===== src/rtl/mkm_pkg.sv =====
package mkm_pkg;
    localparam int CTRL_START   = 31;
    localparam int CTRL_TMO     = 30;
    localparam int CTRL_ERR     = 29;
    localparam int CTRL_BUSY    = 28;
    localparam int CTRL_DIR     = 24;
    localparam int CTRL_BUS_LSB = 20;

    typedef enum logic [1:0] {
        W_CTRL  = 2'd0,
        W_WDATA = 2'd1,
        W_MUTEX = 2'd2,
        W_RDATA = 2'd3
    } word_e;
endpackage


===== src/rtl/mkm_keyhole.sv =====
module mkm_keyhole
    import mkm_pkg::*;
#(
    parameter int BUS_W  = 4,
    parameter int ADDR_W = 16
) (
    input  logic              clk_i,
    input  logic              rst_ni,
    input  logic              sel_wr_i,
    input  logic              sel_rd_i,
    input  logic [1:0]        word_i,
    input  logic [31:0]       wdata_i,
    input  logic              done_i,
    input  logic              done_tmo_i,
    input  logic              done_err_i,
    input  logic              done_load_i,
    input  logic [31:0]       done_rdata_i,
    output logic [31:0]       rdata_o,
    output logic              start_o,
    output logic              dir_o,
    output logic [BUS_W-1:0]  bus_o,
    output logic [ADDR_W-1:0] addr_o,
    output logic [31:0]       wd_o
);
    typedef struct packed {
        logic              start;
        logic              tmo;
        logic              err;
        logic              dir;
        logic              lock;
        logic [BUS_W-1:0]  bus;
        logic [ADDR_W-1:0] addr;
        logic [31:0]       wd;
        logic [31:0]       rd;
    } kh_t;

    kh_t kh_d, kh_q;
    logic [31:0] ctrl_word;

    always_comb begin
        kh_d = kh_q;
        if (sel_wr_i) begin
            case (word_e'(word_i))
                W_CTRL: begin
                    if (!kh_q.start && wdata_i[CTRL_START]) begin
                        kh_d.start = 1'b1;
                        kh_d.tmo   = 1'b0;
                        kh_d.err   = 1'b0;
                        kh_d.dir   = wdata_i[CTRL_DIR];
                        kh_d.bus   = wdata_i[CTRL_BUS_LSB +: BUS_W];
                        kh_d.addr  = wdata_i[ADDR_W-1:0];
                    end
                end
                W_WDATA: if (!kh_q.start) kh_d.wd = wdata_i;
                W_MUTEX: if (wdata_i == 32'd0) kh_d.lock = 1'b0;
                default: ;
            endcase
        end
        if (sel_rd_i && (word_e'(word_i) == W_MUTEX)) kh_d.lock = 1'b1;
        if (done_i) begin
            kh_d.start = 1'b0;
            kh_d.tmo   = done_tmo_i;
            kh_d.err   = done_err_i;
            if (done_load_i) kh_d.rd = done_rdata_i;
        end
    end

    always_ff @(posedge clk_i or negedge rst_ni) begin
        if (!rst_ni) kh_q <= '0;
        else         kh_q <= kh_d;
    end

    always_comb begin
        ctrl_word                            = '0;
        ctrl_word[CTRL_START]                = kh_q.start;
        ctrl_word[CTRL_TMO]                  = kh_q.tmo;
        ctrl_word[CTRL_ERR]                  = kh_q.err;
        ctrl_word[CTRL_BUSY]                 = kh_q.start;
        ctrl_word[CTRL_DIR]                  = kh_q.dir;
        ctrl_word[CTRL_BUS_LSB +: BUS_W]     = kh_q.bus;
        ctrl_word[ADDR_W-1:0]                = kh_q.addr;
        case (word_e'(word_i))
            W_CTRL:  rdata_o = ctrl_word;
            W_WDATA: rdata_o = kh_q.wd;
            W_MUTEX: rdata_o = {31'd0, kh_q.lock};
            default: rdata_o = kh_q.rd;
        endcase
    end

    assign start_o = kh_q.start;
    assign dir_o   = kh_q.dir;
    assign bus_o   = kh_q.bus;
    assign addr_o  = kh_q.addr;
    assign wd_o    = kh_q.wd;
endmodule


===== src/rtl/mkm_rr_arb.sv =====
module mkm_rr_arb #(
    parameter  int N  = 4,
    localparam int IW = $clog2(N)
) (
    input  logic          clk_i,
    input  logic          rst_ni,
    input  logic [N-1:0]  req_i,
    input  logic          take_i,
    output logic          any_o,
    output logic [IW-1:0] pick_o
);
    typedef struct packed {
        logic [IW-1:0] ptr;
    } arb_t;

    arb_t arb_d, arb_q;

    always_comb begin
        any_o  = 1'b0;
        pick_o = '0;
        for (int i = N - 1; i >= 0; i--) begin : scan
            int j;
            j = int'(arb_q.ptr) + i;
            if (j >= N) j = j - N;
            if (req_i[j]) begin
                any_o  = 1'b1;
                pick_o = IW'(j);
            end
        end
        arb_d = arb_q;
        if (take_i && any_o)
            arb_d.ptr = (int'(pick_o) == N - 1) ? '0 : pick_o + 1'b1;
    end

    always_ff @(posedge clk_i or negedge rst_ni) begin
        if (!rst_ni) arb_q <= '0;
        else         arb_q <= arb_d;
    end
endmodule


===== src/rtl/mkm_tmo_timer.sv =====
module mkm_tmo_timer #(
    parameter int W = 16
) (
    input  logic         clk_i,
    input  logic         rst_ni,
    input  logic         run_i,
    input  logic [W-1:0] limit_i,
    output logic         expired_o
);
    typedef struct packed {
        logic [W-1:0] cnt;
    } tmr_t;

    tmr_t tmr_d, tmr_q;

    always_comb begin
        tmr_d     = tmr_q;
        tmr_d.cnt = run_i ? tmr_q.cnt + 1'b1 : '0;
        expired_o = run_i && (tmr_q.cnt >= limit_i);
    end

    always_ff @(posedge clk_i or negedge rst_ni) begin
        if (!rst_ni) tmr_q <= '0;
        else         tmr_q <= tmr_d;
    end
endmodule


===== src/rtl/mkm_keyhole_master.sv =====
module mkm_keyhole_master
    import mkm_pkg::*;
#(
    parameter  int NUM_SETS = 4,
    parameter  int BUS_W    = 4,
    parameter  int DEV_AW   = 16,
    parameter  int TMO_W    = 16,
    parameter  int TMO_INIT = 20,
    localparam int IW       = $clog2(NUM_SETS),
    localparam int REG_AW   = IW + 3
) (
    input  logic              clk_i,
    input  logic              rst_ni,
    input  logic              reg_wr_i,
    input  logic              reg_rd_i,
    input  logic [REG_AW-1:0] reg_addr_i,
    input  logic [31:0]       reg_wdata_i,
    output logic [31:0]       reg_rdata_o,
    output logic              req_valid_o,
    output logic              req_write_o,
    output logic [BUS_W-1:0]  req_bus_o,
    output logic [DEV_AW-1:0] req_addr_o,
    output logic [31:0]       req_wdata_o,
    input  logic              ack_i,
    input  logic              ack_err_i,
    input  logic [31:0]       ack_rdata_i
);
    typedef struct packed {
        logic             active;
        logic [IW-1:0]    idx;
        logic [TMO_W-1:0] tmo;
    } eng_t;

    eng_t eng_d, eng_q;

    logic              tmo_sel;
    logic [IW-1:0]     set_idx;
    logic [1:0]        word;
    logic [NUM_SETS-1:0] start_vec;
    logic [NUM_SETS-1:0] done_vec;
    logic [31:0]       kh_rdata [NUM_SETS];
    logic              kh_dir   [NUM_SETS];
    logic [BUS_W-1:0]  kh_bus   [NUM_SETS];
    logic [DEV_AW-1:0] kh_addr  [NUM_SETS];
    logic [31:0]       kh_wd    [NUM_SETS];
    logic              arb_any;
    logic [IW-1:0]     arb_pick;
    logic              expired;
    logic              finish;
    logic [TMO_W-1:0]  tmo_val;

    assign tmo_sel = reg_addr_i[REG_AW-1];
    assign set_idx = reg_addr_i[IW+1:2];
    assign word    = reg_addr_i[1:0];
    assign finish  = eng_q.active && (ack_i || expired);
    assign tmo_val = eng_q.tmo;

    for (genvar g = 0; g < NUM_SETS; g++) begin : g_set
        assign done_vec[g] = finish && (eng_q.idx == IW'(g));
        mkm_keyhole #(.BUS_W(BUS_W), .ADDR_W(DEV_AW)) u_kh (
            .clk_i        (clk_i),
            .rst_ni       (rst_ni),
            .sel_wr_i     (reg_wr_i && !tmo_sel && (set_idx == IW'(g))),
            .sel_rd_i     (reg_rd_i && !tmo_sel && (set_idx == IW'(g))),
            .word_i       (word),
            .wdata_i      (reg_wdata_i),
            .done_i       (done_vec[g]),
            .done_tmo_i   (!ack_i),
            .done_err_i   (ack_i && ack_err_i),
            .done_load_i  (ack_i && !kh_dir[g]),
            .done_rdata_i (ack_rdata_i),
            .rdata_o      (kh_rdata[g]),
            .start_o      (start_vec[g]),
            .dir_o        (kh_dir[g]),
            .bus_o        (kh_bus[g]),
            .addr_o       (kh_addr[g]),
            .wd_o         (kh_wd[g])
        );
    end

    mkm_rr_arb #(.N(NUM_SETS)) u_arb (
        .clk_i  (clk_i),
        .rst_ni (rst_ni),
        .req_i  (start_vec),
        .take_i (!eng_q.active),
        .any_o  (arb_any),
        .pick_o (arb_pick)
    );

    mkm_tmo_timer #(.W(TMO_W)) u_tmr (
        .clk_i     (clk_i),
        .rst_ni    (rst_ni),
        .run_i     (eng_q.active),
        .limit_i   (eng_q.tmo),
        .expired_o (expired)
    );

    always_comb begin
        eng_d = eng_q;
        if (finish) begin
            eng_d.active = 1'b0;
        end else if (!eng_q.active && arb_any) begin
            eng_d.active = 1'b1;
            eng_d.idx    = arb_pick;
        end
        if (reg_wr_i && tmo_sel) eng_d.tmo = reg_wdata_i[TMO_W-1:0];
    end

    always_ff @(posedge clk_i or negedge rst_ni) begin
        if (!rst_ni) begin
            eng_q     <= '0;
            eng_q.tmo <= TMO_W'(TMO_INIT);
        end else begin
            eng_q <= eng_d;
        end
    end

    assign reg_rdata_o = tmo_sel ? 32'(eng_q.tmo) : kh_rdata[set_idx];
    assign req_valid_o = eng_q.active;
    assign req_write_o = kh_dir[eng_q.idx];
    assign req_bus_o   = kh_bus[eng_q.idx];
    assign req_addr_o  = kh_addr[eng_q.idx];
    assign req_wdata_o = kh_wd[eng_q.idx];
endmodule


===== config.mk =====
export PLATFORM = sky130hd
export DESIGN_NAME = mkm_keyhole_master
export DESIGN_NICKNAME = d
export VERILOG_FILES = /design/src/rtl/mkm_pkg.sv /design/src/rtl/mkm_keyhole.sv /design/src/rtl/mkm_rr_arb.sv /design/src/rtl/mkm_tmo_timer.sv /design/src/rtl/mkm_keyhole_master.sv
export SDC_FILE = /design/constraint.sdc
export NUM_CORES = 1
export LEC_CHECK = 0
export ABC_AREA = 1
export BUFFER_PORTS_ARGS = -buffer_cell sky130_fd_sc_hd__buf_2
export CORE_MARGIN = 2
export CORE_UTILIZATION = 40
export DETAILED_ROUTE_END_ITERATION = 12
export GPL_ROUTABILITY_DRIVEN = 0
export SKIP_LAST_GASP = 1
export SYNTH_ARGS = -nofsm -noshare
export SYNTH_HDL_FRONTEND = slang
export SYNTH_SLANG_ARGS = --single-unit

===== constraint.sdc =====
create_clock -name clk_i -period 1.79 [get_ports clk_i]
set_clock_uncertainty 0.2 [all_clocks]
set_input_delay 0.179 -clock clk_i [delete_from_list [all_inputs] [get_ports clk_i]]
set_output_delay 0.179 -clock clk_i [all_outputs]
set_load 0.005 [all_outputs]

==> run metrics, run 1 <==
vias in the first global route=19260; Hold WC Path Type=in2reg; share of layout cells above drive strength 1=34.77%; main combinational cell family by area after synthesis=simple AND/OR/NAND/NOR gates; failing checks=setup timing; residual DRC count=0; yosys warns=0; Compound-Gate Fraction of Synth Area=19.50%; Vias=20700; core box area=0.04755 mm^2; CTS buffer count=45; Worst-Margin Slew=0.5104 ns; Critical Path Fanout Max=5; Post-synth EDFFs=0; #FFs+latches synth=393; flip-flop and latch area=0.009842 mm^2; crit path DAT=2.03 ns; post-synthesis async set-or-reset flop share=100.0%; Fillers=3887; die width=223.0 um; Placed Area=0.02278 mm^2; Max Cap Viol=0; Final HPWL DP=47960 um; CTS tree=yes; htree depth=2; Remaining Overflow, GRT=0; Tcrit/Tclk final=134.6%; standard-cell rows=80; Slew Limit Fails=0; post-route ant nets=0; CP Class=reg2out; CTS max path bufs=3; adder-cell share of the synthesized area=1.174%; CP Launch Type=register; area of the multi-input gates=0.009849 mm^2; Post-synth top flop=dfrtp_1; starting density of the core=40.34%; via/cell ratio=5.805; pwr/cell area=1265 mW/mm^2; Post-Syn Nets=2472; Die Y=223.0 um; Yosys cell types=43; placed insts=3236; Post-Synth XOR/XNOR Area=0.09132%; CTS Sinks=393; Post-Synthesis Cells=2379; DR pass1 iterations=9; mapped cell area=0.01918 mm^2; Design Area, Final=0.02901 mm^2; run status=complete, but fails checks; Worst setup EP type=output pin; WL per Instance=23.36 um; critical path required time=1.41 ns; static leakage=13.93 nW; clock root cell=clkbuf_16; simple-gate share of the synthesized area=21.69%; antenna cells=0; min cycle time layout=2.409 ns; port bufs=160; initial drt markers=2403; non-filler cells, final=3566; first-pass GRT wire length=116000 um; RSZ-0062 raised after global routing=yes; initial antenna violation count=0; Routed WL=83290 um; Final #Nets=3012; Reg clk slew, reported paths=0.06 ns; IO Count=161; endpoints failing hold=0; Die ar.=0.04972 mm^2; later-pin clock latency in the skew report=0.61 ns; sequential element share of the synthesized area=51.28%; Setup violations, final=201; mux share of post-synthesis cell area=0%; syn_area_per_cell=8.063 um^2; FMAX=0.4151 GHz; PnR worst setup slack=-0.6191 ns; largest net degree at the start of global routing=76; Rel. slew slack=65.97%; Max VDD drop=0.0007527 V; Layout area overhead=51.23%; GRT Util Overall=30.75%
[worst max-delay path, stage by stage, from the launching register on]
cell,delay (ns)
dfrtp_2,0.46
inv_4,0.12
nor2_4,0.07
buf_12,0.15
a22oi_1,0.26
o221ai_2,0.21
buf_2,0.17
[layout by cell type, fill, tap and decap left out, types with 61 or more instances in the layout]
master,n
buf_12,78
buf_2,154
buf_4,272
clkbuf_16,61
dfrtp_1,387
dlygate4sd3_1,72
inv_1,118
nand2_1,691
nand2_2,62
nand3_1,104
o21ai_0,253
o21ai_1,96
[per-stage QoR]
step	hold slack (ns)	worst slack (ns)	power (mW)	TNS, ns	utilization [%]
3_3_place_gp	-0.1280	-0.3529	21.76	-37.87	47.90
5_1_grt	0.06100	-0.6781	38.19	-80.44	61.01
3_5_place_dp	-0.1288	-0.3834	21.97	-39.78	47.90
6_report	0.07614	-0.6191	36.69	-68.03	61.01
4_1_cts	0.03914	-0.6074	33.71	-61.70	56.18
2_1_floorplan	-0.3166	-0.03338	17.17	-0.3308	-
[synth_stat cells, types with 4 or more instances]
master / count / area, um^2
a21oi_1: 55 / 275.3
a221o_1: 21 / 210.2
a22oi_1: 92 / 690.7
a41oi_1: 14 / 122.6
buf_1: 14 / 52.55
buf_2: 33 / 165.2
buf_4: 5 / 37.54
clkbuf_1: 93 / 349.1
dfrtp_1: 391 / 9784
ha_1: 18 / 225.2
inv_1: 139 / 521.8
inv_2: 10 / 37.54
nand2_1: 791 / 2969
nand3_1: 134 / 670.6
nand4_1: 11 / 68.82
nor2_1: 60 / 225.2
nor2_2: 4 / 25.02
nor3_1: 5 / 25.02
o211ai_1: 6 / 45.04
o21ai_0: 372 / 1862
o21ai_1: 34 / 170.2
o21ai_2: 6 / 52.55
o221ai_1: 7 / 61.31
o22ai_1: 30 / 187.7
[layout make-up]
cell class,instances,share of cell area (%)
clock buffer,57,4.279
clock inverter,22,1.121
tap,615,2.653
inverter,150,2.031
timing repair buffer,641,22.04
sequential,393,33.93
multi-input combinational,1688,33.95
[flip-flops by register name, summed over array words and instances, names as in the netlist]
register and cells:
g_set.u_kh.addr_o 64, req_valid_o 1, g_set.u_kh.bus_o 16, g_set.u_kh.wd_o 128, tmo_val 16, u_tmr.tmr_q 16, g_set.u_kh.start_o 4, eng_q 2
g_set.u_kh.kh_q 132, g_set.u_kh.ctrl_word 8, g_set.u_kh.dir_o 4, u_arb.arb_q 2
[per-layer routing]
metal | routed length (um) | GRT usage, %
met1 | 32840 | 41.47
met2 | 36190 | 46.17
met3 | 8777 | 7.652
met4 | 5480 | 15.44
met5 | 0 | 0
[power by group]
part | internal, mW | switching [mW] | total [mW]
clock | 5.93 | 4.02 | 9.95
combinational | 6.57 | 7.22 | 13.8
sequential | 11.1 | 1.84 | 12.9
[repair_timing]
item / in CTS / in global routing
cloned: 18 / 20
hold buffers: 73 / 0
gates resized for setup: 144 / 438
pin swaps: 96 / 151
setup endpoints to repair: 182 / 215
setup buffers: 83 / 65
endpoints found under the hold margin: 760 / 0
[path summary, 6_finish.rpt]
check / slack, ns / start / cells past startpoint / end
max: -0.62 / eng_q[16] / 6 / req_addr_o[15]
min: 0.08 / reg_addr_i[3] / 5 / g_set[1].u_kh.kh_q[84]
max reg2reg: -0.44 / eng_q[16] / 11 / g_set[2].u_kh.kh_q[3]
min reg2reg: 0.29 / g_set[2].u_kh.kh_q[7] / 2 / g_set[2].u_kh.kh_q[7]
max in group asynchronous: 0.37 / rst_ni / 4 / tmo_val[4]
min in group asynchronous: 0.53 / rst_ni / 4 / tmo_val[13]
[cells by family (layout without fill, tap and decap cells)]
logic type | Yosys count | in the layout
xor+xnor | 2 | 2
compound gates | 645 | 645
fa+ha+maj | 18 | 18
flops | 393 | 393
simple gates | 1023 | 1023
buf+inv | 298 | 870
(Power assumes the default switching activity.)
==> run 2: changes to the inputs <==
--- a/config.mk
+++ b/config.mk
@@ -11,6 +11,8 @@
 export CORE_UTILIZATION = 40
 export DETAILED_ROUTE_END_ITERATION = 12
 export GPL_ROUTABILITY_DRIVEN = 0
+export PLACE_DENSITY = 0.55
+export REMOVE_ABC_BUFFERS = 1
 export SKIP_LAST_GASP = 1
 export SYNTH_ARGS = -nofsm -noshare
 export SYNTH_HDL_FRONTEND = slang
==> run metrics, run 2 (synthesis results as in run 1) <==
clock root cell=clkbuf_16; CTS max path bufs=3 (unchanged); Max Cap Viol=0 (unchanged); Gate power share=36.4% (-1.2 points); CTS Sinks=393 (unchanged); Critical Path Stages=7 (+1); Die Y=223.0 um (unchanged); pre-CTS worst setup slack=-0.3293 ns (+0.05406 ns); slowest CP cell=dfrtp_1; Final #Nets=2999 (-0.43%); WL per Instance=22.68 um (-2.9%); Remaining Overflow, GRT=0 (unchanged); R2R setup slack=-0.48 ns (-0.04 ns); switching pwr=12.66 mW (-3.2%); CP Launch Type=register; CP max stage delay=0.39 ns (-0.07 ns); largest net degree at the start of global routing=77 (+1.3%); initial antenna violation count=2 (+2); PnR worst setup slack=-0.5386 ns (+0.08053 ns); Reg clk slew, reported paths=0.06 ns (about the same); Routed WL=80680 um (-3.1%); min cycle time layout=2.329 ns (-0.08053 ns); critical path required time=1.41 ns (about the same); flip-flop and latch area=0.009841 mm^2 (about the same); Sw Share=35.32% (-0.33 points); Seq pwr share=35.9% (+0.6 points); share of layout cells above drive strength 1=32.68% (-2.1 points); non-filler cells, final=3558 (-0.22%); htree depth=2 (unchanged); failing checks=setup timing; port bufs=160 (unchanged); Hold WC Path Type=in2async; post-route ant nets=0 (unchanged); placed insts=3229 (-0.22%); Max VDD drop=0.0008935 V (+19%); setup TNS=-54.48 ns (+13.55 ns); Worst-Margin Slew=0.8441 ns (+0.3337 ns); first-pass GRT wire length=112700 um (-2.9%); FMAX=0.4294 GHz (+3.5%); CP delay by family, top=buffers and inverters; Design Area, Final=0.02851 mm^2 (-1.7%); clock network power share=27.7% (+0.6 points); Rel. slew slack=43.54% (-22 points); Placed Area=0.02252 mm^2 (-1.1%); vias in the first global route=18790 (-2.4%); core box area=0.04755 mm^2 (unchanged); endpoints failing hold=0 (unchanged); CP Class=reg2out; Tcrit/Tclk final=130.1% (-4.5 points); initial drt markers=1867 (-22%); IO Count=161 (unchanged); Layout area overhead=48.65%; commonest non-fill, non-tap cell in the layout=nand2_1; later-pin clock latency in the skew report=0.59 ns (-0.02 ns); pwr/cell area=1257 mW/mm^2 (-0.63%); residual DRC count=0 (unchanged); standard-cell rows=80 (unchanged); P_int=23.18 mW (-1.8%); starting density of the core=40.34% (unchanged); CTS buffer count=46 (+2.2%); Slew Limit Fails=0 (unchanged); Fillers=4111 (+5.8%); Post-Route M1 WL=33600 um (+2.3%); Worst Reg-to-Reg Cells=11 (unchanged); RSZ-0062 raised after global routing=yes; CTS tree=yes; Critical Path Fanout Max=6 (+1); WL met3=6881 um (-22%); leading cell types in the layout, fill and taps excluded=nand2_1, dfrtp_1, o21ai_0; met2 routed wirelength=36920 um (+2.0%); Largest register FFs=132 (unchanged); area of the multi-input gates=0.009609 mm^2 (-2.4%); Die ar.=0.04972 mm^2 (unchanged); Vias=20160 (-2.6%); Worst setup EP type=output pin; crit path DAT=1.95 ns (-0.08 ns); run status=complete, but fails checks; worst r2r dst=g_set[0].u_kh.kh_q[0]; static leakage=13.78 nW (-1.1%); Core Util, Final=59.97% (-1.0 points); via/cell ratio=5.666 (-2.4%); Setup violations, final=166 (-17%); die width=223.0 um (unchanged); DR pass1 iterations=8 (-1); CP cell instances=buf_6, nor2_4, buf_12, clkbuf_16, a22oi_1, nand2_1, buf_2; Critical R2R Launch=eng_q[16]; Top reg by flops=g_set.u_kh.kh_q; top sig layer=met4; Final HPWL DP=46470 um (-3.1%); Buf+Inv Stages, Crit Path=4 (+1); GRT Util Overall=29.62% (-1.1 points)
## run 2: changes by cell type in the layout (fill, tap and decap cells not counted), sizes merged
cell          delta
buf             -17
clkbuf          +14
clkinv           -3
bufinv           -2
clkinvlp         -2
diode            +2
bufbuf           -1
dlygate4sd3      +1
dlymetal6s4s     +1
inv              -1
## run 2: per-layer routing
layer	global-route usage, %	vias to the layer above
li1	-	9101
met1	41.23	9868
met2	46.55	993
met3	4.280	197
met4	12.12	0
met5	0	-
## run 2: layout make-up
cell class              instances  area share, %
flip-flops and latches        393          34.51
multi-input cells            1688          33.70
repair buffers                627          21.49
clock buffers                  69          4.801
well taps                     615          2.699
inverters                     150          2.067
clock inverters                14         0.7153
diodes                          2        0.01755
## run 2: stage by stage
stage               hold slack, ns  power [mW]
CTS                        0.02495       33.51
global route               0.06678       37.45
global placement           -0.1527       21.25
floorplan                  -0.3166       16.79
detailed placement         -0.1541       21.47
finish                     0.04208       35.84
## run 2: worst max path at each step
stage                        startpoint               endpoint  slack [ns]
after CTS                     eng_q[16]        req_wdata_o[26]       -0.53
after global routing          eng_q[16]        req_wdata_o[12]       -0.58
after floorplan               eng_q[17]  g_set[1].u_kh.kh_q[0]       -3.05
after detailed placement  reg_addr_i[1]        reg_rdata_o[30]       -0.33
after global placement    reg_addr_i[1]        reg_rdata_o[30]       -0.33
final                         eng_q[16]         req_addr_o[14]       -0.54
## run 2: power groups by stage
stage	combinational [mW]	sequential, mW	clock [mW]
floorplan	4.41	12.4	0
global placement	8.46	12.8	0
detailed placement	8.65	12.8	0
CTS	10.8	12.7	10.0
global route	14.0	13.1	10.4
finish	13.0	12.9	9.92
## run 2: worst register-to-register path, stage by stage (launching register included)
cell	delay, ns
dfrtp_1	0.39
buf_6	0.13
nor2_4	0.16
buf_12	0.17
buf_8	0.14
buf_6	0.11
nand4_1	0.16
buf_4	0.21
clkbuf_16	0.17
clkbuf_16	0.18
nand2_1	0.06
o21ai_0	0.07
## run 2: timing repair
item,CTS,global route
endpoints found under the hold margin,760,16
endpoints found under the setup margin,187,418
gates resized for setup,206,352
gates cloned,13,22
setup buffers,77,69
pin swaps,90,125
hold buffers,74,1
